File: config.mk
export PLATFORM = sky130hd
export DESIGN_NAME = wdm_byte_mask
export DESIGN_NICKNAME = d
export VERILOG_FILES = /design/src/rtl/wdm_pkg.sv /design/src/rtl/wdm_ctrl.sv /design/src/rtl/wdm_datapath.sv /design/src/rtl/wdm_byte_mask.sv
export SDC_FILE = /design/constraint.sdc
export NUM_CORES = 1
export LEC_CHECK = 0
export ABC_CLOCK_PERIOD_IN_PS = 1450
export BUFFER_PORTS_ARGS = -buffer_cell sky130_fd_sc_hd__buf_2
export CORE_MARGIN = 2
export CORE_UTILIZATION = 47
export CTS_BUF_LIST = sky130_fd_sc_hd__clkbuf_4
export DETAILED_ROUTE_END_ITERATION = 16
export PLACE_DENSITY = 0.82
export SLEW_MARGIN = 10
export SYNTH_ARGS = -nofsm -noshare
export SYNTH_HDL_FRONTEND = slang
export SYNTH_SLANG_ARGS = --single-unit
File: constraint.sdc
create_clock -name clk -period 1.45 [get_ports clk]
set_input_delay 0.0725 -clock clk [delete_from_list [all_inputs] [get_ports clk]]
set_output_delay 0.0725 -clock clk [all_outputs]
set_load 0.005 [all_outputs]
File: src/rtl/wdm_pkg.sv
package wdm_pkg;
  localparam int LANE_W    = 8;
  localparam int LANES     = 2;
  localparam int DATA_W    = LANE_W * LANES;
  localparam int BURST_LEN = 8;
  localparam int PAIRS     = BURST_LEN / 2;
  localparam int PAIR_W    = $clog2(PAIRS);
  localparam int IDX_W     = PAIR_W + 1;

  typedef enum logic [1:0] {
    WID_X4   = 2'd0,
    WID_X8   = 2'd1,
    WID_X16  = 2'd2,
    WID_X16B = 2'd3
  } widthMode_e;

  typedef struct packed {
    logic             capture;
    logic [IDX_W-1:0] riseIdx;
  } beatStrobe_t;
endpackage

File: src/rtl/wdm_ctrl.sv
module wdm_ctrl
  import wdm_pkg::*;
(
  input  logic        clk,
  input  logic        rstN,
  input  logic        wrCmd,
  input  logic        inValid,
  output beatStrobe_t strobe,
  output logic        burstOpen
);
  localparam logic [PAIR_W-1:0] LAST_PAIR = PAIR_W'(PAIRS - 1);

  logic [PAIR_W-1:0] pairCnt;

  always_ff @(posedge clk or negedge rstN) begin
    if (!rstN) begin
      burstOpen <= 1'b0;
      pairCnt   <= '0;
    end else if (!burstOpen) begin
      if (wrCmd) begin
        burstOpen <= 1'b1;
        pairCnt   <= '0;
      end
    end else if (inValid) begin
      if (pairCnt == LAST_PAIR) burstOpen <= 1'b0;
      pairCnt <= pairCnt + 1'b1;
    end
  end

  assign strobe.capture = burstOpen && inValid;
  assign strobe.riseIdx = {pairCnt, 1'b0};

  // the burst closes after its last pair
  p_close_last_r2: assert property (@(posedge clk) disable iff (!rstN)
    (burstOpen && inValid && pairCnt == LAST_PAIR) |=> !burstOpen);

  // an open burst stays open until its last pair, whatever wrCmd does
  p_stay_open_r2: assert property (@(posedge clk) disable iff (!rstN)
    (burstOpen && !(inValid && pairCnt == LAST_PAIR)) |=> burstOpen);
endmodule

File: src/rtl/wdm_datapath.sv
module wdm_datapath
  import wdm_pkg::*;
(
  input  logic              clk,
  input  logic              rstN,
  input  beatStrobe_t       strobe,
  input  logic [1:0]        cfgWidth,
  input  logic              maskEnable,
  input  logic [DATA_W-1:0] riseData,
  input  logic [DATA_W-1:0] fallData,
  input  logic [LANES-1:0]  riseMaskN,
  input  logic [LANES-1:0]  fallMaskN,
  output logic              outValid,
  output logic [IDX_W-1:0]  outRiseIdx,
  output logic [IDX_W-1:0]  outFallIdx,
  output logic [DATA_W-1:0] outRiseData,
  output logic [DATA_W-1:0] outFallData,
  output logic [LANES-1:0]  outRiseEn,
  output logic [LANES-1:0]  outFallEn
);
  widthMode_e widthMode;
  logic       fullWidth;
  logic       maskLive;
  logic [DATA_W-1:0] keepBits;

  assign widthMode = widthMode_e'(cfgWidth);
  assign fullWidth = (widthMode == WID_X16) || (widthMode == WID_X16B);
  assign maskLive  = maskEnable && (widthMode != WID_X4);

  always_comb begin
    unique case (widthMode)
      WID_X4:  keepBits = {{(DATA_W-4){1'b0}}, 4'hF};
      WID_X8:  keepBits = {{(DATA_W-LANE_W){1'b0}}, {LANE_W{1'b1}}};
      default: keepBits = '1;
    endcase
  end

  logic [1:0][DATA_W-1:0] edgeData;
  logic [1:0][LANES-1:0]  edgeMaskN;
  logic [1:0][DATA_W-1:0] dataNext;
  logic [1:0][LANES-1:0]  enNext;

  assign edgeData[0]  = riseData;
  assign edgeData[1]  = fallData;
  assign edgeMaskN[0] = riseMaskN;
  assign edgeMaskN[1] = fallMaskN;

  for (genvar e = 0; e < 2; e++) begin : g_edge
    assign dataNext[e] = edgeData[e] & keepBits;
    for (genvar l = 0; l < LANES; l++) begin : g_lane
      logic laneUsed;
      logic laneMaskBit;
      assign laneUsed    = fullWidth || (l == 0);
      assign laneMaskBit = fullWidth ? edgeMaskN[e][l] : edgeMaskN[e][0];
      assign enNext[e][l] = laneUsed && (!maskLive || laneMaskBit);
    end
  end

  always_ff @(posedge clk or negedge rstN) begin
    if (!rstN) begin
      outValid    <= 1'b0;
      outRiseIdx  <= '0;
      outFallIdx  <= '0;
      outRiseData <= '0;
      outFallData <= '0;
      outRiseEn   <= '0;
      outFallEn   <= '0;
    end else begin
      outValid <= strobe.capture;
      if (strobe.capture) begin
        outRiseIdx  <= strobe.riseIdx;
        outFallIdx  <= strobe.riseIdx | IDX_W'(1);
        outRiseData <= dataNext[0];
        outFallData <= dataNext[1];
        outRiseEn   <= enNext[0];
        outFallEn   <= enNext[1];
      end
    end
  end

  // narrow nibble device always writes its single lane
  p_x4_enable_r8: assert property (@(posedge clk) disable iff (!rstN)
    (strobe.capture && widthMode == WID_X4) |=>
      (outRiseEn == LANES'(1) && outFallEn == LANES'(1)));

  // masking off in full width opens every lane
  p_no_mask_r9: assert property (@(posedge clk) disable iff (!rstN)
    (strobe.capture && !maskEnable && fullWidth) |=>
      (outRiseEn == '1 && outFallEn == '1));

  // byte-wide device leaves the upper lane idle and zeroed
  p_x8_upper_r7: assert property (@(posedge clk) disable iff (!rstN)
    (strobe.capture && widthMode == WID_X8) |=>
      (!outRiseEn[LANES-1] && !outFallEn[LANES-1] &&
       outRiseData[DATA_W-1:LANE_W] == '0 && outFallData[DATA_W-1:LANE_W] == '0));
endmodule

File: src/rtl/wdm_byte_mask.sv
module wdm_byte_mask
  import wdm_pkg::*;
(
  input  logic              clk,
  input  logic              rstN,
  input  logic              wrCmd,
  input  logic              inValid,
  input  logic [1:0]        cfgWidth,
  input  logic              maskEnable,
  input  logic [DATA_W-1:0] riseData,
  input  logic [DATA_W-1:0] fallData,
  input  logic [LANES-1:0]  riseMaskN,
  input  logic [LANES-1:0]  fallMaskN,
  output logic              outValid,
  output logic [IDX_W-1:0]  outRiseIdx,
  output logic [IDX_W-1:0]  outFallIdx,
  output logic [DATA_W-1:0] outRiseData,
  output logic [DATA_W-1:0] outFallData,
  output logic [LANES-1:0]  outRiseEn,
  output logic [LANES-1:0]  outFallEn
);
  beatStrobe_t strobe;
  logic        burstOpen;

  wdm_ctrl u_ctrl (
    .clk       (clk),
    .rstN      (rstN),
    .wrCmd     (wrCmd),
    .inValid   (inValid),
    .strobe    (strobe),
    .burstOpen (burstOpen)
  );

  wdm_datapath u_dp (
    .clk         (clk),
    .rstN        (rstN),
    .strobe      (strobe),
    .cfgWidth    (cfgWidth),
    .maskEnable  (maskEnable),
    .riseData    (riseData),
    .fallData    (fallData),
    .riseMaskN   (riseMaskN),
    .fallMaskN   (fallMaskN),
    .outValid    (outValid),
    .outRiseIdx  (outRiseIdx),
    .outFallIdx  (outFallIdx),
    .outRiseData (outRiseData),
    .outFallData (outFallData),
    .outRiseEn   (outRiseEn),
    .outFallEn   (outFallEn)
  );

  // a valid output pair always follows an input pair
  p_valid_follows_r3: assert property (@(posedge clk) disable iff (!rstN)
    outValid |-> $past(inValid));

  // nothing leaves the block while no burst is open
  p_idle_quiet_r2: assert property (@(posedge clk) disable iff (!rstN)
    !burstOpen |=> !outValid);
endmodule

==> key figures <==
CTS
  • CTS Buffer Depth: 2
  • Clock Latency Late Sink: roughly 0.34 ns
  • TritonCTS Buffers: 5
  • CTS Root Cell: clkbuf_4
  • CTS sink count: 43
  • Post-CTS Setup Repair Bufs: 0
  • TritonCTS clock tree: built
  • Clk pin slew, worst setup/hold paths: roughly 0.12 ns
  • CTS H-Tree Depth: 2

Route
  • Final wirelength: ~4400 µm
  • Residual DRC count: 0
  • DRT antenna net count: 0
  • Vias: approximately 1.6k
  • 1st-iter DRT viols: between 150 and 200
  • DR pass1 iterations: 5
  • Drt wl/cell: roughly 14 µm
  • Vias per cell: about 5.0

Global route
  • First-pass GRT wire length: around 7200 µm
  • Initial antenna violation count: 0
  • Global route overflow: 0
  • Largest net degree at the start of global routing: 24
  • Vias in the first global route: approximately 1.6k
  • All-Layer GR Usage: 0.231

Synth
  • Xor/xnor cell area share of the yosys netlist: 0.00507
  • Yosys Warn Count: 0
  • Post-Synth Adder-Cell Area: 0.00724
  • Synth Area in Simple Gates: 0.0731
  • Synthesized flop and latch total: 43
  • Syn_area_per_cell: roughly 12 µm²
  • Synth area leaders: dfrtp_1, mux2_1, nand4_1, a22o_1, o21ai_0
  • Post-Synthesis Cells: about 140
  • Dominant cell type by area after synthesis: dfrtp_1
  • Mux contribution to synthesized area: 0.0716
  • Post-synthesis compound-gate area fraction: 0.140
  • Synth Flop Type: dfrtp_1
  • Cell Area, Synth: between 1500 and 2000 µm²
  • Largest family of logic cells by synthesized area: compound AO/OA/AOI/OAI gates
  • Yosys top cell area share: 0.622
  • EDFF count, synth: 0
  • Share of synthesized registers carrying an async set or reset: 1.00
  • Seq/Total Area, Yosys: 0.622
  • Syn_nets: roughly 190
  • Post-synthesis cell type count: 23

Critical path
  • Worst EP arrival: between 1.5 and 2 ns
  • Req. time, crit path: roughly 1.7 ns
  • Worst Setup Start Kind: register
  • Worst path cell trace: ha_1 > mux2_2 > a22o_1
  • Critical path fanouts, max: 4
  • Crit end category: register
  • Crit Path Class: reg2reg
  • Slowest-stage cell, CP: dfrtp_1
  • Largest stage delay on the critical path: approximately 0.44 ns

Floorplan
  • Die width: ~65 µm
  • Initial Utilization: 0.480
  • Number of top-level pins: 86
  • # rows: 22
  • Area of the core: between 3000 and 4000 µm²
  • Die area: ~4200 µm²
  • Die Ht: ~65 µm

Power
  • VDD IR max: 797 µV
  • Sequential power share: 0.502
  • Net Sw Frac: 0.323
  • P_sw: 1.12 mW
  • P_leak: about 1.3 nW
  • Combinational share of power: 0.346
  • Cell Int Power: ~2.4 mW
  • Clock network fraction of total power: 0.152
  • PwrDens: 1350 nW/µm²

Place
  • Pre-CTS setup slack: ~0.17 ns
  • DP HPWL: between 2000 and 3000 µm
  • Routability cong.: approximately 0.76
  • Port Buffer Count: 84

STA
  • Fmax: 773 MHz
  • Final setup fails: 0
  • Final hold violation count: 0
  • Final min period: around 1.3 ns
  • Period utilization: 0.893
  • RSZ-0062 raised after global routing: no
  • Max Clock Skew: between 0.006 and 0.007 ns
  • Max Slew Vio Count: 0
  • Setup TNS: 0 ns
  • Hold Slack: 0.0344 ns
  • Setup WS post-layout: about 0.16 ns

Layout
  • Multi-input gate area: between 500 and 600 µm²
  • Final net count: roughly 300
  • Layout area overhead: 49.1%
  • Share of cells above drive strength 1: 0.385
  • Fill cells: about 270
  • Leading cell type in the layout, fill and taps excluded: buf_2
  • Antenna diodes: 0
  • Highest-count cells in the layout ignoring fill and taps: buf_2, dfrtp_1, dlygate4sd3_1
  • Sequential Area: ~1100 µm²

Hold path
  • Worst hold path class: in2reg

Run status
  • Status: finished clean

Flow run
  • Max cap viols: 0
path summary, 6_finish.rpt:
path                                                     to                           start  cells past startpoint  slack, ns
max reg2reg                   u_ctrl.pairCnt[1]$_DFFE_PN0P_   u_ctrl.pairCnt[0]$_DFFE_PN0P_                      3       0.16
min in group asynchronous  u_dp.outRiseData[14]$_DFFE_PN0P_                            rstN                      2       0.22
min reg2reg                  u_dp.outFallIdx[0]$_DFFE_PN0P_  u_dp.outFallIdx[0]$_DFFE_PN0P_                      1       0.48
max                           u_ctrl.pairCnt[1]$_DFFE_PN0P_   u_ctrl.pairCnt[0]$_DFFE_PN0P_                      3       0.16
max in group asynchronous           u_dp.outValid$_DFF_PN0_                            rstN                      3       0.69
min                              u_ctrl.burstOpen$_DFF_PN0_                           wrCmd                      3       0.03
layout make-up:
type / count / share of cell area
clock inverters: 2 / 0.00340
repair buffers: 125 / 0.316
inverters: 17 / 0.0247
flip-flops and latches: 43 / 0.417
well taps: 48 / 0.0233
multi-input cells: 70 / 0.200
clock buffers: 5 / 0.0146
state kept, by name (all words and copies together) (netlist names):
signal	count
u_dp.outFallEn	2
u_ctrl.burstOpen	1
u_ctrl.pairCnt	2
u_dp.outFallIdx	3
u_dp.outValid	1
u_dp.outFallData	16
u_dp.outRiseEn	2
u_dp.outRiseData	16
critical path: cells and delay by family (launching register included):
family | cells | cell delay (ns)
mux | 1 | 0.27
flops | 1 | 0.44
compound gates | 1 | 0.17
fa+ha+maj | 1 | 0.32
power by group through the flow:
stage	registers (mW)	logic (mW)	clock network, mW
6_report	1.75	1.20	0.526
5_1_grt	1.79	1.34	0.614
4_1_cts	1.74	1.20	0.545
3_5_place_dp	1.76	1.13	0
3_3_place_gp	1.75	1.10	0
2_1_floorplan	1.79	0.574	0
synthesized netlist by cell type, types with 2 or more instances:
library cell  count
a21boi_0          2
a22o_1           10
a31o_2            2
buf_2             7
buf_4             4
clkbuf_1          2
dfrtp_1          43
inv_1            16
mux2_1            9
mux2_2            2
nand2b_1          3
nand4_1          16
o21ai_0          16
o22a_1            2
cells by family after synthesis:
family | Yosys count
compound gates | 35
xor+xnor | 1
fa+ha+maj | 1
buf+inv | 30
flops | 43
mux | 11
other cells | 1
simple gates | 21
what timing repair did:
| action | in CTS | in global routing |
|---|---|---|
| hold buffers | 34 | 1 |
| gates resized for setup | 0 | 0 |
| endpoints found under the hold margin | 54 | 1 |
metal layers:
layer  track usage  vias to the layer above  wire length (µm)
met5             0                        -                 0
met4        0.0638                        0                34
met3        0.0764                        4               246
met2         0.409                       67              2230
met1         0.267                      744              1880
li1              -                      738                 -
metrics by stage:
stage | util | area (µm²) | total power [mW] | std cells
global route | 0.715 | 2580 | 3.74 | 310
CTS | 0.712 | 2570 | 3.49 | 309
global placement | 0.605 | 2180 | 2.84 | 268
detailed placement | 0.605 | 2180 | 2.89 | 268
floorplan | - | 1730 | 2.36 | 143
finish | 0.715 | 2580 | 3.47 | 310
No activity file was read; power rests on OpenSTA's default activity.
